<file path="src/rtl/tmr_pkg.sv">
package tmr_pkg;
  localparam int ADDR_W = 3;
  localparam int MODE_W = 3;
  localparam int ACT_W  = 2;

  localparam logic [MODE_W-1:0] MODE_CTC = 3'd2;

  typedef enum logic [ADDR_W-1:0] {
    REG_COUNT = 3'd0,
    REG_CMP   = 3'd1,
    REG_MODE  = 3'd2,
    REG_ACT   = 3'd3,
    REG_FLAGS = 3'd4
  } reg_addr_e;

  typedef enum logic [ACT_W-1:0] {
    ACT_OFF = 2'd0,
    ACT_TGL = 2'd1,
    ACT_CLR = 2'd2,
    ACT_SET = 2'd3
  } pin_act_e;
endpackage

</file>
<file path="src/rtl/tmr_regs.sv">
module tmr_regs
  import tmr_pkg::*;
#(
  parameter int CNT_W = 8
) (
  input  logic             clk_i,
  input  logic             rst_i,
  input  logic             wr_en_i,
  input  logic [ADDR_W-1:0] wr_addr_i,
  input  logic [CNT_W-1:0] wr_data_i,
  output logic [CNT_W-1:0] cmp_o,
  output logic             ctc_o,
  output pin_act_e         act_o,
  output logic             cnt_wr_o,
  output logic [1:0]       flag_w1c_o
);
  logic [MODE_W-1:0] mode_q;
  logic              sel_cnt, sel_cmp, sel_mode, sel_act, sel_flg;

  // address decode
  assign sel_cnt  = wr_en_i && (wr_addr_i == REG_COUNT);
  assign sel_cmp  = wr_en_i && (wr_addr_i == REG_CMP);
  assign sel_mode = wr_en_i && (wr_addr_i == REG_MODE);
  assign sel_act  = wr_en_i && (wr_addr_i == REG_ACT);
  assign sel_flg  = wr_en_i && (wr_addr_i == REG_FLAGS);

  always_ff @(posedge clk_i) begin
    if (rst_i) begin
      cmp_o  <= '0;
      mode_q <= '0;
      act_o  <= ACT_OFF;
    end else begin
      if (sel_cmp)  cmp_o  <= wr_data_i;
      if (sel_mode) mode_q <= wr_data_i[MODE_W-1:0];
      if (sel_act)  act_o  <= pin_act_e'(wr_data_i[ACT_W-1:0]);
    end
  end

  assign ctc_o      = (mode_q == MODE_CTC);
  assign cnt_wr_o   = sel_cnt;
  assign flag_w1c_o = sel_flg ? wr_data_i[1:0] : 2'b00;

  AST_CMP_WRITE: assert property (@(posedge clk_i) disable iff (rst_i)
    sel_cmp |=> cmp_o == $past(wr_data_i));
  AST_ODD_ADDR_IGNORED: assert property (@(posedge clk_i) disable iff (rst_i)
    (wr_en_i && wr_addr_i > REG_FLAGS) |=> ($stable(cmp_o) && $stable(act_o) && $stable(ctc_o)));
endmodule

</file>
<file path="src/rtl/tmr_core.sv">
module tmr_core #(
  parameter int CNT_W = 8
) (
  input  logic             clk_i,
  input  logic             rst_i,
  input  logic             tick_i,
  input  logic             cnt_wr_i,
  input  logic [CNT_W-1:0] wr_data_i,
  input  logic [CNT_W-1:0] cmp_i,
  input  logic             ctc_i,
  output logic [CNT_W-1:0] cnt_o,
  output logic             match_o,
  output logic             wrap_o
);
  logic adv;
  logic eq;

  assign adv     = tick_i && !cnt_wr_i;
  assign eq      = (cnt_o == cmp_i);
  assign match_o = adv && eq;
  assign wrap_o  = adv && (&cnt_o);

  always_ff @(posedge clk_i) begin
    if (rst_i)              cnt_o <= '0;
    else if (cnt_wr_i)      cnt_o <= wr_data_i;
    else if (tick_i) begin
      if (ctc_i && eq)      cnt_o <= '0;
      else                  cnt_o <= cnt_o + 1'b1;
    end
  end

  AST_HOLD_NO_TICK: assert property (@(posedge clk_i) disable iff (rst_i)
    (!tick_i && !cnt_wr_i) |=> $stable(cnt_o));
  AST_ROLLOVER: assert property (@(posedge clk_i) disable iff (rst_i)
    wrap_o |=> (cnt_o == '0));
  AST_FREE_NO_CLEAR: assert property (@(posedge clk_i) disable iff (rst_i)
    (adv && !ctc_i && !(&cnt_o)) |=> (cnt_o == $past(cnt_o) + 1'b1));
  AST_CTC_CLEAR: assert property (@(posedge clk_i) disable iff (rst_i)
    (adv && ctc_i && eq) |=> (cnt_o == '0));
  AST_WRITE_WINS: assert property (@(posedge clk_i) disable iff (rst_i)
    cnt_wr_i |=> (cnt_o == $past(wr_data_i)));
endmodule

</file>
<file path="src/rtl/tmr_flag.sv">
module tmr_flag (
  input  logic clk_i,
  input  logic rst_i,
  input  logic set_i,
  input  logic clr_i,
  output logic flag_o
);
  always_ff @(posedge clk_i) begin
    if (rst_i)      flag_o <= 1'b0;
    else if (set_i) flag_o <= 1'b1;
    else if (clr_i) flag_o <= 1'b0;
  end

  AST_SET_WINS: assert property (@(posedge clk_i) disable iff (rst_i)
    set_i |=> flag_o);
  AST_CLEAR_TAKES: assert property (@(posedge clk_i) disable iff (rst_i)
    (clr_i && !set_i) |=> !flag_o);
  AST_STICKY: assert property (@(posedge clk_i) disable iff (rst_i)
    (flag_o && !clr_i) |=> flag_o);
endmodule

</file>
<file path="src/rtl/tmr_pin.sv">
module tmr_pin
  import tmr_pkg::*;
(
  input  logic     clk_i,
  input  logic     rst_i,
  input  pin_act_e act_i,
  input  logic     match_i,
  output logic     pin_o
);
  always_ff @(posedge clk_i) begin
    if (rst_i) pin_o <= 1'b0;
    else begin
      unique case (act_i)
        ACT_OFF: pin_o <= 1'b0;
        ACT_TGL: if (match_i) pin_o <= ~pin_o;
        ACT_CLR: if (match_i) pin_o <= 1'b0;
        ACT_SET: if (match_i) pin_o <= 1'b1;
        default: pin_o <= 1'b0;
      endcase
    end
  end

  AST_PIN_OFF: assert property (@(posedge clk_i) disable iff (rst_i)
    (act_i == ACT_OFF) |=> !pin_o);
  AST_PIN_TOGGLE: assert property (@(posedge clk_i) disable iff (rst_i)
    (match_i && act_i == ACT_TGL) |=> (pin_o != $past(pin_o)));
  AST_PIN_QUIET: assert property (@(posedge clk_i) disable iff (rst_i)
    (!match_i && act_i != ACT_OFF) |=> $stable(pin_o));
endmodule

</file>
<file path="src/rtl/cmp_timer8.sv">
module cmp_timer8
  import tmr_pkg::*;
#(
  parameter int CNT_W = 8
) (
  input  logic                     clk_i,
  input  logic                     rst_i,
  input  logic                     tick_i,
  input  logic                     wr_en_i,
  input  logic [tmr_pkg::ADDR_W-1:0] wr_addr_i,
  input  logic [CNT_W-1:0]         wr_data_i,
  input  logic                     ovf_ack_i,
  input  logic                     cmp_ack_i,
  output logic [CNT_W-1:0]         count_o,
  output logic                     ovf_flag_o,
  output logic                     cmp_flag_o,
  output logic                     oc_pin_o
);
  localparam int N_FLAGS = 2;

  logic [CNT_W-1:0]   cmp_val;
  logic               ctc;
  pin_act_e           act;
  logic               cnt_wr;
  logic [N_FLAGS-1:0] w1c;
  logic               match, wrap;
  logic [N_FLAGS-1:0] f_set, f_clr, f_q;

  tmr_regs #(.CNT_W(CNT_W)) regs_i (
    .clk_i(clk_i), .rst_i(rst_i), .wr_en_i(wr_en_i), .wr_addr_i(wr_addr_i),
    .wr_data_i(wr_data_i), .cmp_o(cmp_val), .ctc_o(ctc), .act_o(act),
    .cnt_wr_o(cnt_wr), .flag_w1c_o(w1c)
  );

  tmr_core #(.CNT_W(CNT_W)) core_i (
    .clk_i(clk_i), .rst_i(rst_i), .tick_i(tick_i), .cnt_wr_i(cnt_wr),
    .wr_data_i(wr_data_i), .cmp_i(cmp_val), .ctc_i(ctc),
    .cnt_o(count_o), .match_o(match), .wrap_o(wrap)
  );

  // flag 0 = overflow, flag 1 = compare
  assign f_set = {match, wrap};
  assign f_clr = {cmp_ack_i, ovf_ack_i} | w1c;

  for (genvar g = 0; g < N_FLAGS; g++) begin : g_flag
    tmr_flag flag_i (
      .clk_i(clk_i), .rst_i(rst_i), .set_i(f_set[g]), .clr_i(f_clr[g]),
      .flag_o(f_q[g])
    );
  end

  assign ovf_flag_o = f_q[0];
  assign cmp_flag_o = f_q[1];

  tmr_pin pin_i (
    .clk_i(clk_i), .rst_i(rst_i), .act_i(act), .match_i(match), .pin_o(oc_pin_o)
  );

  AST_OVF_AT_ZERO: assert property (@(posedge clk_i) disable iff (rst_i)
    $rose(ovf_flag_o) |-> (count_o == '0));
  AST_CMP_FLAG_ON_MATCH: assert property (@(posedge clk_i) disable iff (rst_i)
    (tick_i && !cnt_wr && count_o == cmp_val) |=> cmp_flag_o);
endmodule

</file>
<file path="config.mk">
export PLATFORM = sky130hd
export DESIGN_NAME = cmp_timer8
export DESIGN_NICKNAME = d
export VERILOG_FILES = /design/src/rtl/tmr_pkg.sv /design/src/rtl/tmr_regs.sv /design/src/rtl/tmr_core.sv /design/src/rtl/tmr_flag.sv /design/src/rtl/tmr_pin.sv /design/src/rtl/cmp_timer8.sv
export SDC_FILE = /design/constraint.sdc
export NUM_CORES = 1
export LEC_CHECK = 0
export CAP_MARGIN = 20
export CORE_ASPECT_RATIO = 1.75
export CORE_MARGIN = 5
export CORE_UTILIZATION = 49
export DETAILED_ROUTE_END_ITERATION = 16
export PLACE_DENSITY = 0.85
export REMOVE_ABC_BUFFERS = 1
export SLEW_MARGIN = 40
export SYNTH_ARGS = -nofsm -noshare
export SYNTH_HDL_FRONTEND = slang
export SYNTH_SLANG_ARGS = --single-unit
</file>
<file path="constraint.sdc">
create_clock -name clk_i -period 1.92 [get_ports clk_i]
set_input_delay 0.288 -clock clk_i [delete_from_list [all_inputs] [get_ports clk_i]]
set_output_delay 0.288 -clock clk_i [all_outputs]
set_load 0.03 [all_outputs]
</file>
==> results.toml <==
[clock_network]
cts_setup_buffers = 0
cts_buffers = 3
clk_pin_slew_ps = 80
ctsResizeCount = 0
clkLatencyLatePin_ps = 260
htree_num_levels = 1
cts.sinks = 24
cts_root_buffer = "clkbuf_8"
cts_tree = "yes"
cts_hold_buf = 0
cts.path.max_buffers = 2

[timing]
min_period_ps = 1754
fin_skew_ps = 2.373
setup_viol = 0
relSlewSlack_pct = 66.02
fmax_mhz = 570.2
post-route-period-util_pct = 91.34
worstMarginPinSlew_ps = 505.6
drv_slew = 0
rsz0062_at_grt = "no"
hold_viol_final = 0

[route]
drc = 0
vias = 1117
finalWirelength_mm = 3.167
postRouteAntennaNets = 0
vias_per_cell = 5.941
first_pass_iters = 4
routedWlPerCell_um = 16.85
drt_iter0_drc = 25

[synth]
netlist_area_mm2 = 0.001227
synth_ff_type = "dfxtp_1"
ys_warn_count = 0
ys_seq_area_share_pct = 39.14
ys_ff_latch = 24
syn_area_per_cell_um2 = 9.589
postSynthCellCount = 128
synth_edf_count = 0
async_flop_share_pct = 0
ys_types = 32

[critical_path]
critPathCapture = "count_o[2]"
rr_worst_depth = 4
required_ps = 1630
r2r_setup_slack_ps = 200
cp-startpoint = "core_i.cnt_o[2]$_SDFFE_PP0P_"
endpoint_kind = "output port"
cp_max_fo = 5
crit_arrival_ps = 1470
r2r_end = "core_i.cnt_o[7]$_SDFFE_PP0P_"
worstReg2RegStart = "core_i.cnt_o[5]$_SDFFE_PP0P_"
critPathLaunchType = "flip-flop"
crit_type = "reg -> out"

[floorplanning]
die_y_um = 76.21
start_util_pct = 49.85
die_w_um = 47.84
num_io_pins = 28
coreArea_mm2 = 0.002462
fp.dieArea_mm2 = 0.003646
row_count = 24

[layout]
num-fill-cells = 196
area_growth_syn_to_layout_pct = 32.72
nets = 181
design_area_mm2 = 0.001629
drive_above_1_share_pct = 12.35
utilization_pct = 66.16
antenna_cells = 0

[grt]
grt_pass1_wl_mm = 5.271
grt_max_degree = 25
grt_pass1_vias = 1163
grt_antenna_before_repair = 0
grt_overflow = 0
grt_util_all_layers_pct = 19.43

[place]
hpwlAfterDp_mm = 2.403
io_buffers = 27
dpl_cell_area_mm2 = 0.001574
gp_congestion = 0.8329

[min_path]
min_path_type = "reg -> reg"
min-delay-start = "g_flag[1].flag_i.flag_o$_SDFFE_PP0P_"

[outcome]
status = "complete, no violations"

[power]
p_leak_uw = 0.0006364
vdd_drop_max_v = 0.0005945
p_per_area_mw_per_mm2 = 655.1

[flow_run]
max-cap-violations = 0
[worst min-delay path by stage]
stage,to,slack [ps],depth (start not counted)
after global placement,regs_i.mode_q[1]$_SDFFE_PP0P_,460,2
after detailed placement,regs_i.mode_q[1]$_SDFFE_PP0P_,480,2
after global routing,g_flag[1].flag_i.flag_o$_SDFFE_PP0P_,520,2
after CTS,regs_i.mode_q[1]$_SDFFE_PP0P_,500,2
after floorplan,g_flag[1].flag_i.flag_o$_SDFFE_PP0P_,360,1
final,g_flag[1].flag_i.flag_o$_SDFFE_PP0P_,500,2
[registers in the layout, indices dropped and copies added (netlist names)]
signal                count
core_i.cnt_o              8
g_flag.flag_i.flag_o      2
pin_i.pin_o               1
regs_i.act_o              2
regs_i.cmp_o              8
regs_i.mode_q             3
[metal layers]
layer | routed length [um] | global-route usage [%] | share of wire (%)
met5 | 0 | 0 | 0
met4 | 102 | 9.704 | 3.2
met3 | 143 | 3.073 | 4.5
met2 | 1711 | 31.96 | 54
met1 | 1209 | 22.56 | 38
[final cells by class]
cell class	instances	area [um^2]	area share [%]
multi-input cells	96	715.7	43.93
flip-flops and latches	24	480.5	29.49
repair buffers	36	337.8	20.74
clock buffers	4	55.05	3.379
well taps	26	32.53	1.997
inverters	2	7.507	0.4608
[worst max-delay path, stage by stage, from the launching register on]
cell and delay [ps]:
dfxtp_1 380, buf_4 160, clkdlybuf4s50_1 660
[per-stage QoR]
stage	hold WS [ps]	setup slack [ps]	power, uW	TNS (ps)	std cells
5_1_grt	522.3	106.1	1110	0	188
3_3_place_gp	463.7	126.6	733.3	0	184
3_5_place_dp	475.2	78.51	739.7	0	184
4_1_cts	498.9	164.3	1071	0	188
2_1_floorplan	357.1	-27.49	632.9	-219.9	122
6_report	498.9	166.3	1067	0	188
[kinds of logic after synthesis]
group	Yosys count	share of synthesized area, %
xor gates and xnor gates	14	9.990
muxes	13	10.60
buffers and inverters	8	3.058
adders and majority gates	1	1.019
AOI/OAI and AO/OA	23	12.03
and+or+nand+nor	45	24.16
DFF	24	39.14
[report_power, final]
group          switching (uW)  internal [uW]  total, uW
sequential               16.8            513        530
combinational             102           98.9        201
clock                     153            183        336
[Yosys cell counts (3+ instances only)]
| cell type | n | area share (%) |
|---|---|---|
| a21oi_1 | 9 | 3.7 |
| a41oi_1 | 3 | 2.1 |
| and3_1 | 3 | 1.5 |
| buf_2 | 3 | 1.2 |
| dfxtp_1 | 24 | 39 |
| mux2i_1 | 13 | 11 |
| nor2_1 | 15 | 4.6 |
| nor3b_1 | 9 | 5.5 |
| o22ai_1 | 8 | 4.1 |
| xor2_1 | 12 | 8.6 |
[placed cells by master, fill, tap and decap left out, types with 2 or more instances in the layout]
cell	synthesis	final
clkdlybuf4s50_1	0	27
dfxtp_1	24	24
nor2_1	15	15
mux2i_1	13	13
xor2_1	12	12
a21oi_1	9	9
nor3b_1	9	9
buf_4	1	9
o22ai_1	8	8
clkbuf_8	0	4
and3_1	3	3
a41oi_1	3	3
nor4_2	2	2
inv_1	2	2
nand3_1	2	2
nand4_1	2	2
xnor2_1	2	2
nand2_1	2	2
Power figures use the tool's default switching activity.
